$ cat src/rtl/mfs_pkg.sv
package mfs_pkg;

  localparam int unsigned WORD_W  = 32;
  localparam int unsigned KEY_POS = 19;

  // result codes
  localparam logic [2:0] RC_MISS   = 3'd0;
  localparam logic [2:0] RC_RIGHTS = 3'd1;
  localparam logic [2:0] RC_NOEXEC = 3'd2;
  localparam logic [2:0] RC_DSTORE = 3'd3;

  // MMU styles
  localparam logic [1:0] ST_HASHED = 2'd0;
  localparam logic [1:0] ST_SOFT   = 2'd1;
  localparam logic [1:0] ST_WAY    = 2'd2;
  localparam logic [1:0] ST_RSVD   = 2'd3;

  typedef enum logic [3:0] {
    EXC_NONE      = 4'd0,
    EXC_INSN_STG  = 4'd1,
    EXC_DATA_STG  = 4'd2,
    EXC_INSN_TLB  = 4'd3,
    EXC_DATA_TLB  = 4'd4,
    EXC_FETCH_WAY = 4'd5,
    EXC_LOAD_WAY  = 4'd6,
    EXC_STORE_WAY = 4'd7
  } exc_e;

  localparam logic [WORD_W-1:0] ERR_NOMATCH = 32'h4000_0000;
  localparam logic [WORD_W-1:0] ERR_RIGHTS  = 32'h0800_0000;
  localparam logic [WORD_W-1:0] ERR_NOEXEC  = 32'h1000_0000;
  localparam logic [WORD_W-1:0] SYN_STG_RD  = 32'h4000_0000;
  localparam logic [WORD_W-1:0] SYN_STG_WR  = 32'h4200_0000;
  localparam logic [WORD_W-1:0] SYN_TLB_WR  = 32'h0080_0000;

  typedef struct packed {
    logic [3:0]        exc;
    logic [WORD_W-1:0] err;
    logic              bad;
    logic              ld_far;
    logic [WORD_W-1:0] syn;
    logic              ld_way;
  } dec_t;

endpackage

$ cat src/rtl/mfs_decode.sv
module mfs_decode
  import mfs_pkg::*;
(
  input  logic [2:0] res_code,
  input  logic       is_fetch,
  input  logic       is_write,
  input  logic [1:0] mmu_style,
  input  logic       key_bit,
  output dec_t       dec
);

  logic code_ok;
  logic style_ok;

  assign code_ok  = (res_code <= RC_DSTORE);
  assign style_ok = (mmu_style != ST_RSVD);

  always_comb begin
    dec     = '0;
    dec.exc = EXC_NONE;
    if (!code_ok || !style_ok) begin
      dec.bad = 1'b1;
    end else if (is_fetch) begin
      unique case (res_code)
        RC_MISS: begin
          unique case (mmu_style)
            ST_HASHED: begin
              dec.exc = EXC_INSN_STG;
              dec.err = ERR_NOMATCH;
            end
            ST_SOFT: begin
              dec.exc    = EXC_INSN_TLB;
              dec.ld_far = 1'b1;
              dec.syn    = '0;
            end
            default: begin
              dec.exc          = EXC_FETCH_WAY;
              dec.err[KEY_POS] = key_bit;
              dec.ld_way       = 1'b1;
            end
          endcase
        end
        RC_RIGHTS: begin
          dec.exc = EXC_INSN_STG;
          dec.err = ERR_RIGHTS;
        end
        default: begin
          dec.exc = EXC_INSN_STG;
          dec.err = ERR_NOEXEC;
        end
      endcase
    end else if (res_code == RC_MISS) begin
      unique case (mmu_style)
        ST_HASHED: begin
          dec.exc    = EXC_DATA_STG;
          dec.ld_far = 1'b1;
          dec.syn    = is_write ? SYN_STG_WR : SYN_STG_RD;
        end
        ST_SOFT: begin
          dec.exc    = EXC_DATA_TLB;
          dec.ld_far = 1'b1;
          dec.syn    = is_write ? SYN_TLB_WR : '0;
        end
        default: begin
          dec.exc          = is_write ? EXC_STORE_WAY : EXC_LOAD_WAY;
          dec.err[KEY_POS] = key_bit;
          dec.ld_way       = 1'b1;
        end
      endcase
    end else begin
      dec.bad = 1'b1;
    end
  end

endmodule

$ cat src/rtl/mfs_way_hint.sv
module mfs_way_hint #(
  parameter int unsigned ADDR_W = 32,
  parameter int unsigned WAYS   = 4,
  localparam int unsigned WAY_W = (WAYS > 1) ? $clog2(WAYS) : 1
) (
  input  logic [ADDR_W-1:0] addr,
  input  logic [ADDR_W-1:0] tag,
  input  logic [WAY_W-1:0]  last_way,
  output logic [ADDR_W-1:0] miss_val,
  output logic [ADDR_W-1:0] cmp_val
);

  localparam logic [WAY_W-1:0]  WAY_MASK = WAY_W'(WAYS - 1);
  localparam logic [ADDR_W-1:0] TOP_BIT  = {1'b1, {(ADDR_W-1){1'b0}}};

  logic [WAY_W-1:0] next_way;
  logic [WAY_W-1:0] hint;

  always_comb begin
    next_way = last_way + WAY_W'(1);
    hint     = next_way & WAY_MASK;
    miss_val = {addr[ADDR_W-1:2], 2'b00} | ADDR_W'(hint);
    cmp_val  = tag | TOP_BIT;
  end

endmodule

$ cat src/rtl/mmu_fault_syndrome.sv
module mmu_fault_syndrome
  import mfs_pkg::*;
#(
  parameter int unsigned ADDR_W = 32,
  parameter int unsigned WAYS   = 4,
  localparam int unsigned WAY_W = (WAYS > 1) ? $clog2(WAYS) : 1
) (
  input  logic              clk,
  input  logic              rst_n,
  input  logic              fault_stb,
  input  logic [2:0]        res_code,
  input  logic              is_fetch,
  input  logic              is_write,
  input  logic [1:0]        mmu_style,
  input  logic              key_bit,
  input  logic [ADDR_W-1:0] fault_addr,
  input  logic [ADDR_W-1:0] pte_tag,
  input  logic [WAY_W-1:0]  last_way,
  output logic [3:0]        exc_id,
  output logic [WORD_W-1:0] err_code,
  output logic [ADDR_W-1:0] fault_addr_reg,
  output logic [WORD_W-1:0] syndrome,
  output logic [ADDR_W-1:0] tlb_miss_reg,
  output logic [ADDR_W-1:0] tlb_cmp_reg,
  output logic              illegal
);

  // reset synchronizer: asynchronous assert, synchronous release
  logic [1:0] rst_sync;
  logic       rst_q_n;

  always_ff @(posedge clk or negedge rst_n) begin
    if (!rst_n) rst_sync <= 2'b00;
    else        rst_sync <= {rst_sync[0], 1'b1};
  end
  assign rst_q_n = rst_sync[1];

  dec_t              dec;
  logic [ADDR_W-1:0] miss_val;
  logic [ADDR_W-1:0] cmp_val;

  mfs_decode u_decode (
    .res_code (res_code),
    .is_fetch (is_fetch),
    .is_write (is_write),
    .mmu_style(mmu_style),
    .key_bit  (key_bit),
    .dec      (dec)
  );

  mfs_way_hint #(.ADDR_W(ADDR_W), .WAYS(WAYS)) u_way_hint (
    .addr    (fault_addr),
    .tag     (pte_tag),
    .last_way(last_way),
    .miss_val(miss_val),
    .cmp_val (cmp_val)
  );

  // clock enables
  logic en_core;
  logic en_far;
  logic en_way;

  assign en_core = fault_stb;
  assign en_far  = fault_stb & dec.ld_far;
  assign en_way  = fault_stb & dec.ld_way;

  // next-state
  logic [3:0]        exc_d;
  logic [WORD_W-1:0] err_d;
  logic [ADDR_W-1:0] far_d;
  logic [WORD_W-1:0] syn_d;
  logic [ADDR_W-1:0] miss_d;
  logic [ADDR_W-1:0] cmp_d;
  logic              ill_d;

  always_comb begin
    exc_d  = exc_id;
    err_d  = err_code;
    ill_d  = illegal;
    far_d  = fault_addr_reg;
    syn_d  = syndrome;
    miss_d = tlb_miss_reg;
    cmp_d  = tlb_cmp_reg;
    if (en_core) begin
      exc_d = dec.exc;
      err_d = dec.err;
      ill_d = dec.bad;
    end
    if (en_far) begin
      far_d = fault_addr;
      syn_d = dec.syn;
    end
    if (en_way) begin
      miss_d = miss_val;
      cmp_d  = cmp_val;
    end
  end

  // registers
  always_ff @(posedge clk or negedge rst_q_n) begin
    if (!rst_q_n) begin
      exc_id         <= '0;
      err_code       <= '0;
      illegal        <= 1'b0;
      fault_addr_reg <= '0;
      syndrome       <= '0;
      tlb_miss_reg   <= '0;
      tlb_cmp_reg    <= '0;
    end else begin
      exc_id         <= exc_d;
      err_code       <= err_d;
      illegal        <= ill_d;
      fault_addr_reg <= far_d;
      syndrome       <= syn_d;
      tlb_miss_reg   <= miss_d;
      tlb_cmp_reg    <= cmp_d;
    end
  end

endmodule

$ cat config.mk
export PLATFORM = sky130hd
export DESIGN_NAME = mmu_fault_syndrome
export DESIGN_NICKNAME = d
export VERILOG_FILES = /design/src/rtl/mfs_pkg.sv /design/src/rtl/mfs_decode.sv /design/src/rtl/mfs_way_hint.sv /design/src/rtl/mmu_fault_syndrome.sv
export SDC_FILE = /design/constraint.sdc
export NUM_CORES = 1
export LEC_CHECK = 0
export BUFFER_PORTS_ARGS = -buffer_cell sky130_fd_sc_hd__buf_4
export CORE_MARGIN = 2
export CORE_UTILIZATION = 45
export DETAILED_ROUTE_END_ITERATION = 12
export PLACE_DENSITY = 0.72
export RECOVER_POWER = 25
export REMOVE_ABC_BUFFERS = 1
export SLEW_MARGIN = 20
export SYNTH_ARGS = -nofsm -noshare
export SYNTH_HDL_FRONTEND = slang
export SYNTH_HIERARCHICAL = 1
export SYNTH_SLANG_ARGS = --single-unit
$ cat constraint.sdc
create_clock -name clk -period 7 [get_ports clk]
set_input_delay 2.1 -clock clk [delete_from_list [all_inputs] [get_ports clk]]
set_output_delay 2.1 -clock clk [all_outputs]
set_load 0.05 [all_outputs]
After elaboration in Yosys (flattened, before gate mapping). Index checks and enable logic that the tools add are counted.

Output and inout port bits: 165. Flip-flop bits (word level): 167. Logic and storage cells: 47.

Reductions and logical operators: 6. Bitwise gates (word level): 3. Equal/unequal tests: 3. Muxes and demuxes: 25. Magnitude comparators: 1. Add/sub/neg operators: 1.

Operator list (number): 34-bit two-way mux (4); 35-bit case mux with 2 select lines (1); 33-bit case mux with 2 select lines (1); 36-bit two-way mux (1); 33-bit two-way mux (1); 32-bit by 2-bit bitwise OR with 32-bit output (1); 26-bit two-way mux (1); 24-bit two-way mux (1); 19-bit two-way mux (1); 12-bit two-way mux (1); 11-bit two-way mux (1); 1-bit two-way mux (8); 4-bit two-way mux (2); 4-bit case mux with 2 select lines (1); 3-bit case mux with 2 select lines (1); 3-bit by 1-bit == test with 1-bit output, second input constant (1); 3-bit by 2-bit <= comparator with 1-bit output, second input constant (1); 3-bit zero test (1); 2-bit by 1-bit adder with 2-bit output, second input constant (1); 1-bit bitwise AND (2); 2-bit by 1-bit == test with 1-bit output, second input constant (1); 1-bit zero test (2); 2-bit zero test (1); 2-bit != test, second input constant (1); other kinds (2) (2).

Longest topological paths before layout.
Depth in word-level cells: 7. Depth in mapped cells: 6. Mapped depth without buffers: 4.

Modules after synthesis. Netlist, hierarchy kept.

By module, submodules not included: mmu_fault_syndrome (area each 6216.0 sq um, seq. area each 4179.0 sq um, times used 1, cells each 351); mfs_decode (area each 611.8 sq um, seq. area each 0.0 sq um, times used 1, cells each 86); mfs_way_hint (area each 481.7 sq um, seq. area each 0.0 sq um, times used 1, cells each 65).

Least setup slack after synthesis. OpenSTA, ideal clock, no wires.

Path kind: input port to flip-flop. Start point: input res_code[2]. End point: register fault_addr_reg[0]. Data required time: 6.875 ns. Cell stages on the path: 5. Arrival time: 3.426 ns. Path buffers: 1. Setup slack: 3.449 ns. Cells stage by stage: or4_4 a21oi_1 nand2_2 buf_6 mux2_2.

RTL lines: start: declaration (line mmu_fault_syndrome.sv:11) `input logic [2:0] res_code,`; end signal: assignment (line mmu_fault_syndrome.sv:114) `fault_addr_reg <= far_d;`; end: declaration (line mmu_fault_syndrome.sv:21) `output logic [ADDR_W-1:0] fault_addr_reg,`.

==> impl_metrics.json <==
{
  "tightestPinTransition_ns": 2.81,
  "power_leakage_uw": 0.00463,
  "place_area_sq_um": 8550,
  "clock_path_buffers": 2,
  "cpPeakStageDelay_ns": 2.05,
  "synth_area_sq_um": 7310,
  "ant_nets": 0,
  "layout_common_cells": "241 x buf_4, 167 x dfrtp_1, 165 x mux2_2",
  "cts_sinks": 167,
  "cts.repair.resized": 0,
  "wire_per_inst_um": 15.6,
  "fmax_mhz": 256,
  "synthCells": 502,
  "chipWidth_um": 131,
  "cts_tree": "done",
  "grtUsageTotal_pct": 17.1,
  "cts_hold_buffers": 0,
  "period_share_pct": 55.9,
  "hold_viol": 0,
  "critPathSlowestCell": "clkbuf_1",
  "rows": 46,
  "worstSetupStartpointType": "register",
  "p_per_area_nw_per_um2": 367,
  "drv_slew": 54,
  "synth_seq_cells": 167,
  "die-area_sq_um": 17300,
  "drt-pass1-iter-count": 6,
  "grt_antenna_before_repair": 0,
  "grt_max_degree": 88,
  "ios": 242,
  "final_common_cell": "buf_4",
  "diodes": 0,
  "synth_top_area_cell": "dfrtp_1",
  "rsz0062_at_grt": "false",
  "tns_ns": 0,
  "post-route-min-period_ns": 3.91,
  "cts.clk_slew.worst_paths_ns": 0.06,
  "wl_mm": 14.2,
  "finalSetupViolCount": 0,
  "core_area_sq_um": 15900,
  "insertion_delay_ns": 0.41,
  "path_delay_family": "buffers and inverters",
  "place.gp.congestion": 0.788,
  "start_util_pct": 46.0,
  "maxCapViolations": 1,
  "min_path_type": "reg -> reg",
  "reg2reg_slack_ns": 3.09,
  "ys_types": 27,
  "crit_arrival_ns": 4.36,
  "io_buffers": 240,
  "cp_max_fo": 87,
  "clockRootBuffer": "clkbuf_16",
  "relSlewSlack_pct": -87.0,
  "postSynthAreaPerCell_sq_um": 14.6,
  "drive_gt1_share_pct": 63.6,
  "grt_overflow": 0,
  "grt_pass1_vias": 4543,
  "die_y_um": 131,
  "outcome": "complete, but fails checks",
  "multi_input_area_sq_um": 2260,
  "skew_ns": 0.00626,
  "grt_pass1_wl_mm": 23.5,
  "synth_top_cell_area_share_pct": 57.2,
  "synth_seq_area_share_pct": 57.2,
  "violations": "max-capacitance violations, max-slew violations",
  "vias": 4127,
  "cp.required_ns": 7.45,
  "cts_buffers": 17,
  "fin_area_sq_um": 9150,
  "h-tree-depth": 4,
  "path_class": "reg -> async",
  "fill_cells": 1324,
  "cts_setup_buffers": 0,
  "first_iter_violations": 162,
  "cp-end-kind": "async pin",
  "yosys_warnings": 6,
  "cp_cell_sequence": "clkbuf_1 -> buf_6",
  "dp_hpwl_mm": 10.2,
  "peakVddDrop_uv": 182,
  "cp_num_buf_inv": 2,
  "drcViolationCount": 0,
  "area_growth_syn_to_layout_pct": 25.1,
  "layout.area.seq_sq_um": 4180,
  "finish.net_count": 762,
  "routed_via_density": 4.53,
  "synthTopCellsByArea": "dfrtp_1 57%, mux2_2 25%, buf_4 13%"
}
final cells by class:
type / instances / share of cell area, %
multi-input cells: 251 / 24.7
inverters: 4 / 0.164
well taps: 216 / 2.96
repair buffers: 244 / 20.0
flip-flops and latches: 167 / 45.7
clock buffers: 19 / 4.84
clock inverters: 11 / 1.61
worst register-to-register path: cells and delay by family (launching register included):
| family | cells | cell delay, ns |
|---|---|---|
| buffers and inverters | 2 | 2.85 |
| flip-flops | 1 | 1.03 |
stage by stage:
step	hold slack [ns]	setup slack, ns	utilization [%]	total power (uW)	cells
3_3_place_gp	0.338	2.81	53.9	2420	881
4_1_cts	0.351	3.21	57.6	3400	911
3_5_place_dp	0.343	2.77	53.9	2440	881
2_1_floorplan	0.331	2.00	-	2040	422
5_1_grt	0.355	2.32	57.6	3500	912
6_report	0.350	3.09	57.6	3360	912
worst paths after layout:
check | startpoint | end | cells past startpoint
worst max register to register | rst_sync[1] | tlb_miss_reg[3] | 2
max in group clk | res_code[2] | fault_addr_reg[9] | 6
min in group asynchronous | rst_sync[1] | err_code[10] | 0
worst min-delay path | rst_sync[0] | rst_sync[1] | 0
worst min register to register | rst_sync[0] | rst_sync[1] | 0
worst max-delay path | rst_sync[1] | tlb_miss_reg[3] | 2
synth_stat cells:
master	number
a21o_1	1
nand2b_1	2
and2_1	1
nor3_2	2
xor2_1	1
buf_6	12
nor2_1	2
buf_4	123
nor3b_1	1
nand2_2	2
buf_2	1
nor3_1	1
inv_1	4
o22ai_1	1
mux2_2	165
or3b_1	1
nand2_1	1
a21oi_1	3
or4_4	1
dfrtp_1	167
clkbuf_1	1
or3_1	1
nor4_1	1
nor4_2	1
conb_1	3
or2_2	1
nand3b_1	2
cells by family after synthesis:
kind of cell	after synthesis	share of synthesized area [%]
other	3	0.154
AND/OR/NAND/NOR	20	1.93
XOR/XNOR	1	0.120
multiplexers	165	25.4
buffers and inverters	141	14.8
flip-flops	167	57.2
AO/OA/AOI/OAI	5	0.394
where the power goes:
part	switching, uW	internal (uW)	total, uW
logic	802	381	1180
clock network	372	568	940
registers	96.3	1140	1240
per-layer routing:
layer / GRT usage, % / up-vias / part of all wire (%)
met5: 0 / - / 0
met1: 19.9 / 2052 / 39
met4: 6.46 / 0 / 1.9
met2: 29.3 / 159 / 52
li1: - / 1892 / -
met3: 5.59 / 24 / 6.6
Power figures use the tool's default switching activity.
